## src/rtl/cache_pkg.sv

```systemverilog
package cache_pkg;

    localparam int WAYS   = 4;
    localparam int WAY_W  = $clog2(WAYS);
    localparam int RANK_W = WAY_W;

    // per-set recency ranks, 0 = most recent, WAYS-1 = least recent
    typedef logic [WAYS-1:0][RANK_W-1:0] rank_vec_t;

    typedef enum logic [1:0] {
        ST_NONE = 2'd0,
        ST_AHIT = 2'd1,
        ST_BHIT = 2'd2,
        ST_MISS = 2'd3
    } status_e;

    typedef enum logic [1:0] {
        S_IDLE,
        S_PROBE_A,
        S_PROBE_B,
        S_FILL
    } state_e;

    // a way belongs to the primary group when its index is at most the code
    function automatic logic way_in_a(input int w, input logic [WAY_W-1:0] last_a);
        return WAY_W'(w) <= last_a;
    endfunction

    function automatic rank_vec_t initial_ranks();
        rank_vec_t r;
        for (int w = 0; w < WAYS; w++) r[w] = RANK_W'(w);
        return r;
    endfunction

endpackage

```

## src/rtl/cache_way_match.sv

```systemverilog
module cache_way_match import cache_pkg::*; #(
    parameter int TAG_W = 8
) (
    input  logic [WAYS-1:0][TAG_W-1:0] tags,
    input  logic [WAYS-1:0]             valids,
    input  logic [TAG_W-1:0]            tag,
    input  logic [WAY_W-1:0]            last_a,
    output logic                        a_hit,
    output logic                        b_hit,
    output logic [WAY_W-1:0]            a_way,
    output logic [WAY_W-1:0]            b_way
);
    logic [WAYS-1:0] match;
    logic [WAYS-1:0] in_a;

    for (genvar w = 0; w < WAYS; w++) begin : g_cmp
        assign match[w] = valids[w] && (tags[w] == tag);
        assign in_a[w]  = way_in_a(w, last_a);
    end

    always_comb begin
        a_hit = |(match & in_a);
        b_hit = |(match & ~in_a);
        a_way = '0;
        b_way = '0;
        for (int w = 0; w < WAYS; w++) begin
            if (match[w] && in_a[w])  a_way = WAY_W'(w);
            if (match[w] && !in_a[w]) b_way = WAY_W'(w);
        end
    end
endmodule

```

## src/rtl/cache_lru_pick.sv

```systemverilog
module cache_lru_pick import cache_pkg::*; (
    input  rank_vec_t        ranks,
    input  logic [WAY_W-1:0] last_a,
    output logic [WAY_W-1:0] a_lru,
    output logic [WAY_W-1:0] g_lru
);
    logic [RANK_W-1:0] best_r;

    always_comb begin
        g_lru  = '0;
        a_lru  = '0;
        best_r = '0;
        for (int w = 0; w < WAYS; w++) begin
            if (ranks[w] == RANK_W'(WAYS - 1)) g_lru = WAY_W'(w);
            if (way_in_a(w, last_a) && ranks[w] >= best_r) begin
                best_r = ranks[w];
                a_lru  = WAY_W'(w);
            end
        end
    end
endmodule

```

## src/rtl/cache_rank_update.sv

```systemverilog
// Exchanges the ranks of ways tgt and src (they trade contents), then makes
// tgt the most recent. With tgt == src it is a plain touch.
module cache_rank_update import cache_pkg::*; (
    input  rank_vec_t        ranks,
    input  logic [WAY_W-1:0] tgt,
    input  logic [WAY_W-1:0] src,
    output rank_vec_t        nxt
);
    rank_vec_t         swapped;
    logic [RANK_W-1:0] pivot;

    assign pivot = ranks[src];

    for (genvar w = 0; w < WAYS; w++) begin : g_rank
        always_comb begin
            if (tgt == WAY_W'(w))      swapped[w] = ranks[src];
            else if (src == WAY_W'(w)) swapped[w] = ranks[tgt];
            else                       swapped[w] = ranks[w];

            if (tgt == WAY_W'(w))      nxt[w] = '0;
            else if (swapped[w] < pivot) nxt[w] = swapped[w] + RANK_W'(1);
            else                       nxt[w] = swapped[w];
        end
    end
endmodule

```

## src/rtl/twopart_cache.sv

```systemverilog
module twopart_cache import cache_pkg::*; #(
    parameter int ADDR_W   = 10,
    parameter int DATA_W   = 16,
    parameter int SET_BITS = 2
) (
    input  logic              clk,
    input  logic              rst,
    input  logic [1:0]        cfg_a_ways,
    input  logic              req_valid,
    output logic              req_ready,
    input  logic [ADDR_W-1:0] req_addr,
    output logic              resp_valid,
    output logic [DATA_W-1:0] resp_data,
    output logic [1:0]        resp_status,
    output logic              mem_req_valid,
    output logic [ADDR_W-1:0] mem_req_addr,
    input  logic              mem_resp_valid,
    input  logic [DATA_W-1:0] mem_resp_data
);
    localparam int SETS  = 1 << SET_BITS;
    localparam int TAG_W = ADDR_W - SET_BITS;

    // storage
    logic [TAG_W-1:0]  tag_q  [SETS][WAYS];
    logic [DATA_W-1:0] data_q [SETS][WAYS];
    logic [WAYS-1:0]   valid_q[SETS];
    rank_vec_t         rank_q [SETS];

    // control
    state_e            state_q, state_d;
    logic [ADDR_W-1:0] addr_q;
    logic [WAY_W-1:0]  cfg_q;
    logic              resp_valid_q;
    status_e           resp_st_q;
    logic [DATA_W-1:0] resp_data_q;

    // current set view
    logic [SET_BITS-1:0]        set_idx;
    logic [TAG_W-1:0]           look_tag;
    logic [WAYS-1:0][TAG_W-1:0] set_tags;
    logic [WAYS-1:0]            set_valid;
    rank_vec_t                  set_rank, rank_nxt;

    logic             a_hit, b_hit;
    logic [WAY_W-1:0] a_way, b_way, a_lru, g_lru;

    // update plan
    logic              rank_en, move_en, resp_en;
    logic [WAY_W-1:0]  upd_t, upd_s;
    logic [TAG_W-1:0]  new_tag;
    logic [DATA_W-1:0] new_data, resp_dat;
    status_e           resp_st;

    assign set_idx  = addr_q[SET_BITS-1:0];
    assign look_tag = addr_q[ADDR_W-1:SET_BITS];
    assign set_valid = valid_q[set_idx];
    assign set_rank  = rank_q[set_idx];

    always_comb begin
        for (int w = 0; w < WAYS; w++) set_tags[w] = tag_q[set_idx][w];
    end

    cache_way_match #(.TAG_W(TAG_W)) i_match (
        .tags   (set_tags),
        .valids (set_valid),
        .tag    (look_tag),
        .last_a (cfg_q),
        .a_hit  (a_hit),
        .b_hit  (b_hit),
        .a_way  (a_way),
        .b_way  (b_way)
    );

    cache_lru_pick i_pick (
        .ranks  (set_rank),
        .last_a (cfg_q),
        .a_lru  (a_lru),
        .g_lru  (g_lru)
    );

    cache_rank_update i_rank (
        .ranks (set_rank),
        .tgt   (upd_t),
        .src   (upd_s),
        .nxt   (rank_nxt)
    );

    always_comb begin
        state_d  = state_q;
        upd_t    = a_way;
        upd_s    = a_way;
        rank_en  = 1'b0;
        move_en  = 1'b0;
        new_tag  = look_tag;
        new_data = mem_resp_data;
        resp_en  = 1'b0;
        resp_st  = ST_NONE;
        resp_dat = '0;
        case (state_q)
            S_IDLE: begin
                if (req_valid) state_d = S_PROBE_A;
            end
            S_PROBE_A: begin
                if (a_hit) begin
                    rank_en  = 1'b1;
                    resp_en  = 1'b1;
                    resp_st  = ST_AHIT;
                    resp_dat = data_q[set_idx][a_way];
                    state_d  = S_IDLE;
                end else if (cfg_q == WAY_W'(WAYS - 1)) begin
                    state_d = S_FILL;
                end else begin
                    state_d = S_PROBE_B;
                end
            end
            S_PROBE_B: begin
                if (b_hit) begin
                    upd_t    = a_lru;
                    upd_s    = b_way;
                    rank_en  = 1'b1;
                    move_en  = 1'b1;
                    new_tag  = set_tags[b_way];
                    new_data = data_q[set_idx][b_way];
                    resp_en  = 1'b1;
                    resp_st  = ST_BHIT;
                    resp_dat = data_q[set_idx][b_way];
                    state_d  = S_IDLE;
                end else begin
                    state_d = S_FILL;
                end
            end
            S_FILL: begin
                if (mem_resp_valid) begin
                    if (g_lru <= cfg_q) begin
                        upd_t = g_lru;
                        upd_s = g_lru;
                    end else begin
                        upd_t = a_lru;
                        upd_s = g_lru;
                    end
                    rank_en  = 1'b1;
                    move_en  = 1'b1;
                    new_tag  = look_tag;
                    new_data = mem_resp_data;
                    resp_en  = 1'b1;
                    resp_st  = ST_MISS;
                    resp_dat = mem_resp_data;
                    state_d  = S_IDLE;
                end
            end
            default: state_d = S_IDLE;
        endcase
    end

    // control registers
    always_ff @(posedge clk) begin
        if (rst) begin
            state_q      <= S_IDLE;
            addr_q       <= '0;
            cfg_q        <= WAY_W'(WAYS - 1);
            resp_valid_q <= 1'b0;
            resp_st_q    <= ST_NONE;
            resp_data_q  <= '0;
        end else begin
            state_q      <= state_d;
            resp_valid_q <= resp_en;
            if (state_q == S_IDLE) cfg_q <= cfg_a_ways;
            if (state_q == S_IDLE && req_valid) addr_q <= req_addr;
            if (resp_en) begin
                resp_st_q   <= resp_st;
                resp_data_q <= resp_dat;
            end
        end
    end

    // storage update
    always_ff @(posedge clk) begin
        if (rst) begin
            for (int s = 0; s < SETS; s++) begin
                valid_q[s] <= '0;
                rank_q[s]  <= initial_ranks();
                for (int w = 0; w < WAYS; w++) begin
                    tag_q[s][w]  <= '0;
                    data_q[s][w] <= '0;
                end
            end
        end else begin
            if (rank_en) rank_q[set_idx] <= rank_nxt;
            if (move_en) begin
                if (upd_s != upd_t) begin
                    tag_q[set_idx][upd_s]   <= set_tags[upd_t];
                    data_q[set_idx][upd_s]  <= data_q[set_idx][upd_t];
                    valid_q[set_idx][upd_s] <= set_valid[upd_t];
                end
                tag_q[set_idx][upd_t]   <= new_tag;
                data_q[set_idx][upd_t]  <= new_data;
                valid_q[set_idx][upd_t] <= 1'b1;
            end
        end
    end

    assign req_ready     = (state_q == S_IDLE);
    assign resp_valid    = resp_valid_q;
    assign resp_data     = resp_data_q;
    assign resp_status   = resp_st_q;
    assign mem_req_valid = (state_q == S_FILL);
    assign mem_req_addr  = addr_q;
endmodule

```

## config.mk

```make
export PLATFORM = sky130hd
export DESIGN_NAME = twopart_cache
export DESIGN_NICKNAME = d
export VERILOG_FILES = /design/src/rtl/cache_pkg.sv /design/src/rtl/cache_way_match.sv /design/src/rtl/cache_lru_pick.sv /design/src/rtl/cache_rank_update.sv /design/src/rtl/twopart_cache.sv
export SDC_FILE = /design/constraint.sdc
export NUM_CORES = 1
export LEC_CHECK = 0
export BUFFER_PORTS_ARGS = -buffer_cell sky130_fd_sc_hd__buf_2
export CORE_MARGIN = 5
export CORE_UTILIZATION = 41
export CTS_BUF_LIST = sky130_fd_sc_hd__clkbuf_16
export CTS_CLUSTER_SIZE = 12
export DETAILED_ROUTE_END_ITERATION = 16
export MAX_ROUTING_LAYER = met4
export PLACE_DENSITY = 0.66
export SYNTH_ARGS = -nofsm -noshare
export SYNTH_HDL_FRONTEND = slang
export SYNTH_SLANG_ARGS = --single-unit
```

## constraint.sdc

```tcl
create_clock -name clk -period 6.9 [get_ports clk]
set_input_delay 0.69 -clock clk [delete_from_list [all_inputs] [get_ports clk]]
set_output_delay 0.69 -clock clk [all_outputs]
set_load 0.005 [all_outputs]
```

==> summary.txt <==
Status
  – Result of the run: finished, final reports clean

Die
  – Floorplan core area: 58800 um^2
  – Number of ports placed on the die boundary: 63
  – Die span in x: 253 um
  – FP Rows: a little under 90
  – DIE AREA: 64100 um^2
  – Starting density of the core: 0.412
  – Die height: roughly 250 um

Yosys
  – Post-synthesis cell type count: 78
  – Top cell type by total area after synthesis: sky130_fd_sc_hd__edfxtp_1
  – Post-synth top area share: 0.535
  – Dominant cells by area after synthesis: sky130_fd_sc_hd__edfxtp_1 54%, sky130_fd_sc_hd__mux4_2 9.6%, sky130_fd_sc_hd__mux2i_1 8.4%, sky130_fd_sc_hd__nor2_1 6.7%, sky130_fd_sc_hd__nand2_1 3.3%
  – Primary flip-flop cell chosen by synthesis mapping: sky130_fd_sc_hd__edfxtp_1
  – Asr flop ratio synth: 0
  – Synth warn: 0
  – Post-Syn Instances: 1966
  – Sequential element share of the synthesized area: 0.564
  – Number of enable-type register cells in the synthesized netlist: 432
  – Leading cell type by number of instances after synthesis: sky130_fd_sc_hd__edfxtp_1
  – Number of register bits inferred by synthesis: 467
  – Commonest cells in the netlist: 432 x sky130_fd_sc_hd__edfxtp_1, 430 x sky130_fd_sc_hd__nor2_1, 212 x sky130_fd_sc_hd__nand2_1
  – Mean Syn Cell Area: 12.3 um^2
  – Mapped cell area: ~24000 um^2
  – Net count after synthesis: 2010

Place
  – Weighted congestion at the end of routability-driven global placement: 0.958
  – Number of input and output port buffers inserted: 62
  – Worst slack at placement: 0.204 ns
  – DP Wirelength: approximately 50 mm
  – Cell count after placement: 2835

Worst setup path
  – Crit path max-delay cell type: sky130_fd_sc_hd__mux4_2
  – Arrival time reported for the critical path endpoint: between 6 and 7 ns
  – Critical Path RT: approximately 7.2 ns
  – Number of buffer and inverter stages on the critical path: 2
  – Kind of end point of the critical path: flip-flop
  – Crit path largest cell delay: 0.56 ns
  – Register-to-register path setup slack: 0.40 ns
  – CP max FO: 6
  – Most common cell type on the critical path: sky130_fd_sc_hd__nor2_1
  – Kind of cell with the highest combined delay on the critical path: compound AO/OA/AOI/OAI gates
  – Critical Path Start Type: flip-flop
  – Type of the worst setup path: reg -> reg

Detailed routing
  – Wire length reported by the detailed router: 71.4 mm
  – Remaining antenna violation count after routing: 0
  – Average vias per placed instance: 5.87
  – Iteration-0 DRC count of the detailed router: 1631
  – DR pass1 iterations: 5
  – Total number of vias: between 15000 and 20000
  – Average detailed-routed wire length per instance: 24.5 um
  – Remaining routing DRC violations: 0

STA
  – Final number of setup-violating endpoints: 0
  – Worst Max-Slew Pin Slew: 1.06 ns
  – Final critical-path share of the clock period: 0.942
  – Clock period minus worst slack: roughly 6.5 ns
  – Number of hold violations in the final report: 0
  – Count of pins over their slew limit: 0
  – Post-route clock skew: 0.0323 ns
  – Maximum clock frequency: 0.154 GHz
  – Max-Slew Margin vs Limit: 0.293
  – Crit path setup slack, layout: 0.401 ns
  – Final-layout setup total negative slack: 0 ns

GRT
  – Vias in the first global route: 16874
  – Overall overflow remaining after global route: 0
  – Global router's overall resource usage: 0.226
  – Antenna violations before repair: 0
  – Wire length of the first global-routing pass: roughly 110 mm
  – Pin count of the biggest net entering global routing: 72

Clocking
  – Clock tree from TritonCTS: built
  – Insertion delay to the later sink of the worst-skew pair: 0.62 ns
  – Max Root-Sink Buffers: 3
  – Number of buffers added by the clock tree synthesis step: 48
  – H-Tree Level Count: 2
  – Cell chosen for the clock root: sky130_fd_sc_hd__clkbuf_16
  – Clock Pin Slew Worst Setup and Hold Paths: 0.06 ns
  – Hold_buf cts: 0
  – Total clock sinks: 467

Final layout
  – Proportion of layout cells with a drive suffix above 1: 0.209
  – Final cell count without fillers: approximately 2900
  – Synthesis-to-layout area growth: 15.1%
  – Number of diodes added for antenna fixing: 0
  – Final Net Count: 2158

Worst hold path
  – Worst Hold Class: in -> reg

Power and ir drop
  – Worst vdd ir: 200 uV
  – Final Power: around 0.0072 W
  – Static power due to leakage: 10.9 nW
  – Cell Pwr Density: around 260 nW/um^2

Job
  – Maximum capacitance violations: 0
per-layer routing:
metal	share of wire	GRT usage	routed length (um)	up-vias
met4	0.021	0.0540	1490	0
li1	-	-	-	7545
met5	0	-	0	-
met1	0.40	0.308	28900	8573
met3	0.10	0.0518	7310	104
met2	0.47	0.349	33700	890
registers in the layout, summed over array words and instances, names as in the netlist, named ones only:
signal / flops
data_q: 256
valid_q: 16
state_q: 2
tag_q: 128
mem_req_addr: 10
resp_valid: 1
resp_data: 16
resp_status: 2
rank_q: 32
cfg_q: 2
metrics by stage:
stage	hold WS (ns)	cell area (um^2)	utilization
after global routing	0.310	27900	0.475
final	0.316	27900	0.475
after detailed placement	0.494	26400	0.450
after global placement	0.488	26400	0.450
after CTS	0.291	27900	0.474
after floorplan	0.466	24300	-
worst reg2reg max path: cells and delay by family, from the launching register on:
family,cells,cell delay [ns]
buffers and inverters,2,0.33
AOI/OAI and AO/OA,11,1.96
adders and majority gates,4,1.07
DFF,1,0.40
muxes,2,0.88
and+or+nand+nor,12,1.60
power by group:
group | switching [W] | leakage (nW) | internal, W
sequential | 0.0000664 | 4.69 | 0.00318
combinational | 0.000990 | 5.46 | 0.000601
clock | 0.00109 | 0.724 | 0.00130
area by class of cell:
| class | instances | area, um^2 |
|---|---|---|
| Multi-Input combinational cell | 1356 | 9970 |
| Timing Repair Buffer | 228 | 1830 |
| Tap cell | 773 | 967 |
| Clock inverter | 29 | 208 |
| Clock buffer | 48 | 1200 |
| Inverter | 13 | 48.8 |
| Sequential cell | 467 | 13700 |
| Fill cell | 5157 | 30900 |
worst paths after layout:
path	startpoint	cells past startpoint	to
hold reg to reg	resp_status[1]$_SDFFE_PP0P_	2	resp_status[1]$_SDFFE_PP0P_
hold / removal	cfg_a_ways[1]	2	cfg_q[1]$_SDFFE_PP1P_
setup / recovery	flip-flop	31	rank_q[3][1]$_DFFE_PP_
setup reg to reg	flip-flop	31	rank_q[3][1]$_DFFE_PP_
timing repair:
item / CTS / global route
hold endpoints to repair: 0 / 0
resized for setup: 0 / 10
endpoints found under the setup margin: 0 / 67
buffers inserted: 0 / 2
cells in the final DEF, fill, tap and decap left out, types with 12 or more instances in the layout:
cell / instances
sky130_fd_sc_hd__nand2_1: 212
sky130_fd_sc_hd__nand3_1: 49
sky130_fd_sc_hd__inv_1: 22
sky130_fd_sc_hd__o211ai_1: 23
sky130_fd_sc_hd__a31oi_1: 20
sky130_fd_sc_hd__buf_2: 62
sky130_fd_sc_hd__a22oi_1: 16
sky130_fd_sc_hd__xnor2_1: 27
sky130_fd_sc_hd__buf_12: 22
sky130_fd_sc_hd__mux4_2: 103
sky130_fd_sc_hd__a21oi_1: 36
sky130_fd_sc_hd__edfxtp_1: 432
sky130_fd_sc_hd__nor2_1: 429
sky130_fd_sc_hd__mux2i_1: 204
sky130_fd_sc_hd__clkbuf_16: 48
sky130_fd_sc_hd__nand2b_1: 42
sky130_fd_sc_hd__buf_4: 144
sky130_fd_sc_hd__ha_1: 12
sky130_fd_sc_hd__dfxtp_1: 33
logic make-up after synthesis:
family / count (synthesis) / synth area share
adder cells (fa/ha/maj): 12 / 0.00619
XOR/XNOR: 35 / 0.0139
multiplexers: 318 / 0.190
AO/OA/AOI/OAI: 180 / 0.0549
flip-flops: 467 / 0.564
buffers and inverters: 143 / 0.0285
AND/OR/NAND/NOR: 811 / 0.143
(Power assumes the default switching activity.)
